<file path="config.mk">
export PLATFORM = sky130hd
export DESIGN_NAME = spc_fifo
export DESIGN_NICKNAME = d
export VERILOG_FILES = /design/src/rtl/spc_pkg.sv /design/src/rtl/spc_fifo.sv
export SDC_FILE = /design/constraint.sdc
export NUM_CORES = 1
export LEC_CHECK = 0
export ABC_AREA = 0
export BUFFER_PORTS_ARGS = -buffer_cell sky130_fd_sc_hd__buf_2
export CAP_MARGIN = 20
export CORE_ASPECT_RATIO = 0.9
export CORE_MARGIN = 2
export CORE_UTILIZATION = 55
export CTS_CLUSTER_DIAMETER = 40
export DETAILED_ROUTE_END_ITERATION = 8
export HOLD_SLACK_MARGIN = 0.05
export PLACE_DENSITY_LB_ADDON = 0.12
export SLEW_MARGIN = 25
export SYNTH_ARGS = -nofsm -noshare
export SYNTH_HDL_FRONTEND = slang
export SYNTH_SLANG_ARGS = --single-unit
</file>
<file path="constraint.sdc">
create_clock -name clk -period 5.13 [get_ports clk]
set_clock_uncertainty 0.05 [all_clocks]
set_input_delay 0.513 -clock clk [delete_from_list [all_inputs] [get_ports clk]]
set_output_delay 0.513 -clock clk [all_outputs]
set_load 0.01 [all_outputs]
</file>
<file path="src/rtl/spc_pkg.sv">
package spc_pkg;
    localparam int ADDR_W = 32;
    localparam int DATA_W = 32;
    localparam int BE_W   = DATA_W / 8;

    typedef struct packed {
        logic [ADDR_W-1:0] addr;
        logic [DATA_W-1:0] data;
        logic [BE_W-1:0]   be;
    } store_t;

    typedef enum logic [0:0] {
        S_RUN  = 1'b0,
        S_HOLD = 1'b1
    } guard_state_e;
endpackage

</file>
<file path="src/rtl/spc_fifo.sv">
module spc_fifo
    import spc_pkg::*;
#(
    parameter int DEPTH = 4
) (
    input  logic   clk,
    input  logic   rst_n,
    input  logic   push,
    input  store_t din,
    input  logic   pop,
    input  logic   flush,
    output store_t head,
    output logic   empty,
    output logic   full
);
    localparam int PW = (DEPTH > 1) ? $clog2(DEPTH) : 1;
    localparam int CW = $clog2(DEPTH + 1);

    typedef struct packed {
        store_t [DEPTH-1:0] mem;
        logic [PW-1:0]      wr;
        logic [PW-1:0]      rd;
        logic [CW-1:0]      cnt;
    } fifo_state_t;

    fifo_state_t q, d;

    function automatic logic [PW-1:0] step(input logic [PW-1:0] p);
        return (p == PW'(DEPTH - 1)) ? '0 : p + 1'b1;
    endfunction

    always_comb begin
        d = q;
        if (flush) begin
            d.wr  = '0;
            d.rd  = '0;
            d.cnt = '0;
        end else begin
            if (push) begin
                d.mem[q.wr] = din;
                d.wr        = step(q.wr);
            end
            if (pop) begin
                d.rd = step(q.rd);
            end
            d.cnt = q.cnt + CW'(push) - CW'(pop);
        end
    end

    always_ff @(posedge clk) begin
        if (!rst_n) q <= '0;
        else        q <= d;
    end

    assign head  = q.mem[q.rd];
    assign empty = (q.cnt == '0);
    assign full  = (q.cnt == CW'(DEPTH));

    a_r2_no_overflow: assert property (@(posedge clk) disable iff (!rst_n)
        push |-> !full);
    a_r2_no_underflow: assert property (@(posedge clk) disable iff (!rst_n)
        pop |-> !empty);
endmodule

</file>
; ---- Word level (Yosys, flattened, before mapping)
; Cells that the tools add are included.
[word_totals]
inputBits = 73
output_inout_bits = 70
wordCells = 38
regBits = 279
[op_classes]
mux = 7
n_eq_ne = 3
n_addsub = 4
n_reduce_logical = 4
bitwise = 2
order_cmp = 3
[op_table]
columns = cell, count
row1 = $bwmux 272, 1
row2 = $bmux 68 s2, 1
row3 = $demux 68 s2, 1
row4 = $mux 68, 2
row5 = $lt 2x3->1 const B, 2
row6 = $add 2x1->2 const B, 2
row7 = $eq 2x2->1 const B, 2
row8 = $mux 2, 2
row9 = $add 3x1->3, 1
row10 = $eq 3x3->1 const B, 1
row11 = $logic_not 3->1, 1
row12 = $sub 3x1->3, 1
row13 = $ge 2x1->1 const B, 1
row14 = $not 1->1, 2
row15 = $reduce_and 2->1, 1
row16 = $reduce_or 2->1, 1
row17 = $logic_and 1x1->1, 1

; ---- Logic depth before layout (Yosys ltp)
; Gate-level depths: netlist of run 1.
[logic_depth]
depth_word = 5
depth_mapped = 7
depth_no_buf = 7

; ---- Worst setup path before layout of run 1
; OpenSTA, ideal clock, no wires.
[synth_path]
path_kind = input -> register
startpoint = input pop
endpoint = register q[2] (netlist bit)
stages = 6
required_ns = 4.959
path_buffers = 0
arrival_time_ns = 1.717
setup_time_ns = 0.121
setup_slack_ns = 3.242
path_cell_list = ha_1 -> inv_1 -> ha_1 -> fa_1 -> xor3_1 -> nor2_1
[synth_between]
elab_chain_len = 1
[synth_rtl]
columns = item, line_no
row1 = "start, declared", spc_fifo.sv:10  ; input logic pop,
row2 = $sub 3x1->3, spc_fifo.sv:46  ; d.cnt = q.cnt + CW'(push) - CW'(pop);
row3 = "end signal, assigned", spc_fifo.sv:51  ; if (!rst_n) q <= '0;
row4 = "end signal, assigned", spc_fifo.sv:52  ; else q <= d;
row5 = "end, declared", spc_fifo.sv:26  ; fifo_state_t q, d;
; Every way passes these cells.
; A chain may end at the register's enable or synchronous reset.

==> metrics.md, run 1 <==
| Metric | Value |
|---|---|
| Nets | `1271` |
| Post-CTS setup buffer count | `0` |
| Endpoints failing hold | `0` |
| All-layer global routing usage | `22.4%` |
| WL per Instance | `16.9 µm` |
| Syn Area/Cell | `11.0 µm²` |
| Area delta synth->final | `16.6%` |
| Fin crit share | `63.2%` |
| Final-report max-slew violation count | `0` |
| Hold Path Origin | `pop` |
| PwrDens | `369 mW/mm²` |
| CP Class | `flop to output pin` |
| Final Critical Period | `3.24 ns` |
| Mapped cell area | `0.0119 mm²` |
| I/O pin total | `143` |
| Wirelength, routed | `25.5 mm` |
| Drt via density | `5.25` |
| FF-to-FF setup slack | `2.88 ns` |
| Status | `finished, final reports clean` |
| Final Wtd Congestion | `0.684` |
| Worst path required time | `4.57 ns` |
| Worst Tran Pin Value | `0.959 ns` |
| Remaining DRCs | `0` |
| Fmax | `308 MHz` |
| FF+latch count, synth | `279` |
| Pwr Total | `5.12 mW` |
| Biggest register | `q` |
| Sequential fraction of the synthesis area | `46.9%` |
| H-tree depth | `2` |
| Die area | `0.0228 mm²` |
| # clock sinks | `279` |
| Worst Hold Class | `input pin to flop` |
| Worst r2r src | `q[6]` |
| Combinational share of power | `6.0%` |
| Mapped Cells | `1082` |
| Net count after synthesis | `1163` |
| Number of max-cap violations | `0` |
| Clock Power Share | `50.3%` |
| Worst path cell trace | `buf_4, mux4_2, buf_2` |
| Final setup viols | `0` |
| Slew headroom | `35.9%` |
| Clock-pin slew on the worst setup and hold paths | `0.05 ns` |
| Max FFs per register | `279` |
| Die Wd | `159 µm` |
| Switching Fraction | `22.8%` |
| Port-buffer cells | `142` |
| Clock Tree Buf Depth | `3` |
| Core area | `0.0214 mm²` |
| Internal power | `3.95 mW` |
| Initial antenna violation count | `1` |
| Critical Path AT | `2.68 ns` |
| CTS tree | `yes` |
| RSZ-0062 raised after global routing | `false` |
| CP startpoint kind | `flop` |
| Yosys top cell area share | `46.9%` |
| Post-CTS Resized | `0` |
| Grt total ovfl | `0` |
| First-pass GRT wire length | `41.4 mm` |
| Share of layout cells above drive strength 1 | `23.6%` |
| Pin count of the biggest net entering global routing | `145` |
| Static Leak | `7.03 nW` |
| TritonCTS Buffers | `36` |
| Via count | `7924` |
| Synth area leaders | `dfxtp_1 47%, mux2i_1 23%, mux4_2 13%` |
| Seq pwr share | `43.7%` |
| Worst IR Drop VDD | `0.299 mV` |
| Detailed Routing Iterations Pass 1 | `4` |
| # hold bufs at CTS | `0` |
| CP max FO | `49` |
| Filler instances | `1756` |
| Top flop regs | `q x279` |
| Net Switching | `1.17 mW` |
| Vias in the first global route | `7952` |
| Yosys top cell by area | `dfxtp_1` |
| Clock root buffer | `clkbuf_16` |
| Worst skew pair latency | `0.50 ns` |
| CP peak stage delay | `0.92 ns` |
| Yosys warnings | `0` |
| Initial Util | `55.5%` |
| Crit path from | `q[3]` |
| Slowest CP cell | `dfxtp_4` |
| Detailed Place HPWL | `15.1 mm` |
| Unique masters post-synth | `20` |
| Cell Rows | `51` |
| Setup TNS | `0 ns` |
| Final ANT Viol Nets | `0` |
| Setup crit end kind | `output pin` |
| Iter 0 DRT Violations | `425` |
| Die height | `144 µm` |
-- cell usage after synthesis, drive strengths merged --
library cell,instances
nand2,340
dfxtp,279
mux2i,274
mux4,68
buf,54
clkbuf,32
inv,8
ha,7
nor2,5
nand3b,4
nand2b,3
a21oi,2
or3b,2
and3,1
fa,1
nor3,1
xor3,1
-- final cells by class --
class	instances	area [µm²]	area share, %
Tap cell	291	364	2.63
Antenna cell	1	2.50	0.0180
Clock buffer	42	955	6.88
Multi-Input combinational cell	709	5790	41.7
Timing Repair Buffer	156	855	6.16
Inverter	8	30.0	0.217
Clock inverter	22	282	2.03
Sequential cell	279	5590	40.3
-- metal layers --
layer	routed length (µm)	track usage (%)	part of all wire, %
met4	430	5.89	1.7
met1	11500	29.5	45
met5	0	0	0
met3	1310	4.88	5.1
met2	12300	38.0	48
-- power groups by stage --
stage	Clock, mW	Sequential (mW)	Combinational (mW)
finish	2.57	2.24	0.307
global route	2.73	2.24	0.337
CTS	2.63	2.24	0.311
detailed placement	0	2.28	0.309
global placement	0	2.28	0.304
floorplan	0	2.27	0.222
-- worst max-delay path, delay by kind of cell (launching register included) --
| kind | cells | cell delay [ns] |
|---|---|---|
| mux | 1 | 0.55 |
| flops | 1 | 0.92 |
| buf+inv | 2 | 0.68 |
-- cells by family after synthesis --
kind of cell	Yosys count	synth area share (%)
and+or+nand+nor	356	11.5
buffers and inverters	94	4.42
xor gates and xnor gates	1	0.200
DFF	279	46.9
muxes	342	35.9
AOI/OAI and AO/OA	2	0.0841
adders and majority gates	8	0.904
-- through the flow --
| stage | instances | area (µm²) | setup WS [ns] | util, % | hold slack [ns] |
|---|---|---|---|---|---|
| final | 1508 | 13900 | 1.89 | 64.7 | 0.258 |
| after global routing | 1507 | 13900 | 1.72 | 64.7 | 0.290 |
| after CTS | 1507 | 13900 | 1.81 | 64.7 | 0.246 |
| after detailed placement | 1443 | 12600 | 2.34 | 58.9 | 0.399 |
| after global placement | 1442 | 12600 | 2.36 | 58.9 | 0.392 |
| after floorplan | 1082 | 11900 | 3.24 | - | 0.385 |
-- worst paths after layout --
check,end,depth (start not counted)
worst max register to register,q[121],5
worst min register to register,q[235],2
worst max-delay path,head[67],3
worst min-delay path,q[4],3
-- layout by cell type (no fill, tap or decap) --
| cell type | n |
|---|---|
| clkbuf_8 | 1 |
| clkbuf_16 | 37 |
| buf_4 | 11 |
| buf_2 | 141 |
| mux4_2 | 68 |
| nand2_1 | 340 |
| inv_8 | 1 |
| clkinv_2 | 4 |
| bufinv_16 | 5 |
| clkinvlp_4 | 2 |
| dfxtp_4 | 2 |
| or3b_2 | 1 |
| nand3b_1 | 4 |
| ha_1 | 7 |
| fa_1 | 1 |
| inv_6 | 5 |
| buf_6 | 1 |
| dfxtp_1 | 277 |
| a21oi_1 | 2 |
| or3b_1 | 1 |
| diode_2 | 1 |
| inv_4 | 1 |
| clkbuf_1 | 4 |
| nor2_1 | 5 |
| and3_1 | 1 |
| inv_1 | 8 |
| nor3_1 | 1 |
| buf_8 | 1 |
| nand2b_1 | 3 |
| xor3_1 | 1 |
| clkinv_4 | 4 |
| buf_12 | 2 |
| mux2i_1 | 274 |
Note: power is estimated with default switching activity, not from simulation.
==> inputs of run 2 (changes only) <==
Clock period 5.13 ns to 3.1 ns, I/O delays scaled along.
==> run 2 against run 1 <==
Design area grew 0.11%. Clock power grew 57%. Via count grew 2.0%. Critical path depth is the same. Hold slack lost 0.18 ns. Largest power group unchanged. Highest routed layer unchanged.
==> metrics.md, run 2 (synthesis gave the netlist of run 1 again) <==
| Metric | Value |
|---|---|
| Status | `finished, final reports clean` |
| Pwr Total | `8.25 mW (+61%)` |
| Die height | `144 µm (unchanged)` |
| TritonCTS Buffers | `37 (+2.8%)` |
| Multi-input gate area | `0.00579 mm² (unchanged)` |
| Iter 0 DRT Violations | `449 (+5.6%)` |
| Drt via density | `5.34 (+1.6%)` |
| I/O pin total | `143 (unchanged)` |
| Final-report max-slew violation count | `0 (unchanged)` |
| Clock-pin slew on the worst setup and hold paths | `0.06 ns (about the same)` |
| Placed inst area | `0.0127 mm² (+0.62%)` |
| Pin count of the biggest net entering global routing | `78 (-46%)` |
| First-pass GRT wire length | `41.2 mm (-0.37%)` |
| Remaining DRCs | `0 (unchanged)` |
| DR WL met2 | `11.5 mm (-6.5%)` |
| Worst IR Drop VDD | `0.402 mV (+35%)` |
| Net Switching | `1.93 mW (+65%)` |
| Worst Tran Pin Value | `0.847 ns (-0.111 ns)` |
| Grt total ovfl | `0 (unchanged)` |
| Endpoints failing hold | `0 (unchanged)` |
| Fmax | `383 MHz` |
| CP Class | `flop to output pin` |
| Slew headroom | `43.5% (+7.6 points)` |
| Post-CTS setup buffer count | `0 (unchanged)` |
| Worst Hold Class | `input pin to flop` |
| Internal power | `6.33 mW (+60%)` |
| Fin crit share | `84.3%` |
| Final Critical Period | `2.61 ns` |
| # hold bufs at CTS | `0 (unchanged)` |
| Metal3 WL | `1.45 mm (+11%)` |
| Setup crit end kind | `output pin` |
| Sequential Area | `0.00559 mm² (unchanged)` |
| Final Wtd Congestion | `0.760 (+11%)` |
| Min Hold Slack | `0.0810 ns (-0.177 ns)` |
| Switching Fraction | `23.3% (+0.53 points)` |
| Combinational share of power | `6.3% (+0.3 points)` |
| Vias in the first global route | `7884 (-0.86%)` |
| RSZ-0062 raised after global routing | `false` |
| Initial antenna violation count | `2 (+1)` |
| All-layer global routing usage | `22.1% (-0.29 points)` |
| Area delta synth->final | `16.7%` |
| WL per Instance | `16.7 µm (-1.1%)` |
| Wirelength, routed | `25.3 mm (-0.69%)` |
| # clock sinks | `279 (unchanged)` |
| Worst path required time | `2.74 ns (-1.83 ns)` |
| Number of max-cap violations | `0 (unchanged)` |
| Final ANT Viol Nets | `0 (unchanged)` |
| Detailed Routing Iterations Pass 1 | `5 (+1)` |
| Via count | `8079 (+2.0%)` |
| Cell Rows | `51 (unchanged)` |
| M1 wire length | `11.9 mm (+3.1%)` |
| Static Leak | `7.02 nW (about the same)` |
| Clock Tree Buf Depth | `3 (unchanged)` |
| CP startpoint kind | `flop` |
| Fin util | `64.8% (+0.070 points)` |
| PwrDens | `595 mW/mm² (+61%)` |
| Commonest non-fill, non-tap cell in the layout | `nand2_1` |
| Share of layout cells above drive strength 1 | `24.2% (+0.56 points)` |
| Die area | `0.0228 mm² (unchanged)` |
| Uppermost routed layer | `met4` |
| Detailed Place HPWL | `15.4 mm (+1.9%)` |
| Post-CTS Resized | `0 (unchanged)` |
| Nets | `1278 (+0.55%)` |
| Biggest register | `q` |
| Worst skew pair latency | `0.50 ns (about the same)` |
| Port-buffer cells | `142 (unchanged)` |
| CP max FO | `28 (-43%)` |
| Initial Util | `55.5% (unchanged)` |
| Core area | `0.0214 mm² (unchanged)` |
| Filler instances | `1698 (-3.3%)` |
| Finished layout cell area | `0.0139 mm² (+0.11%)` |
| CTS tree | `yes` |
| Final setup viols | `0 (unchanged)` |
| Clock Power Share | `48.9% (-1.4 points)` |
| Die Wd | `159 µm (unchanged)` |
| Max FFs per register | `279 (unchanged)` |
| Critical Path AT | `2.25 ns (-0.43 ns)` |
| Clock root buffer | `clkbuf_16` |
| Seq pwr share | `44.8% (+1.1 points)` |
| H-tree depth | `2 (unchanged)` |
| Top flop regs | `q x279` |
| Commonest non-fill, non-tap cells in the layout | `340 x nand2_1, 277 x dfxtp_1, 274 x mux2i_1, 141 x buf_2, 68 x mux4_2` |
| Setup TNS | `0 ns (unchanged)` |
## run 2: changes by cell type in the layout (fill, tap and decap cells not counted), moves of 2 or more
| cell | delta |
|---|---|
| buf_12 | +3 |
| buf_4 | +4 |
| bufinv_16 | -3 |
| clkbuf_1 | -3 |
| clkbuf_8 | +2 |
| clkinv_2 | +4 |
| clkinv_4 | -4 |
| clkinvlp_4 | +5 |
## run 2: cell type report
class | instances | area share, %
inverters | 8 | 0.216
clock inverters | 22 | 1.43
clock buffers | 41 | 6.99
multi-input cells | 709 | 41.7
diodes | 2 | 0.0360
flip-flops and latches | 279 | 40.3
repair buffers | 162 | 6.72
well taps | 291 | 2.62
## run 2: path summary, 6_finish.rpt
kind | to | slack, ns | cells past startpoint | startpoint
min reg2reg | q[231] | 0.41 | 2 | q[231]
max reg2reg | q[131] | 1.25 | 5 | q[6]
max | head[28] | 0.49 | 3 | q[4]
min | q[43] | 0.08 | 3 | din[36]
## run 2: metrics by stage
stage / std cells / setup WS, ns
after detailed placement: 1449 / 0.976
after global placement: 1449 / 1.03
after CTS: 1512 / 0.435
after floorplan: 1082 / 1.37
final: 1514 / 0.487
after global routing: 1512 / 0.383
## run 2: routing by layer
layer	vias to the layer above	GRT usage, %
met1	3873	30.9
met5	-	0
met2	212	34.8
met4	0	7.03
li1	3948	-
met3	46	4.62
## run 2: worst max-delay path, stage by stage, from the launching register on
cell	delay [ns]
dfxtp_4	0.72
buf_12	0.31
mux4_2	0.55
buf_2	0.16
## run 2: power groups by stage
stage	clock, mW	combinational, mW	sequential, mW
finish	4.04	0.523	3.70
detailed placement	0	0.526	3.77
global route	4.28	0.574	3.70
global placement	0	0.517	3.77
CTS	4.13	0.528	3.70
floorplan	0	0.368	3.75
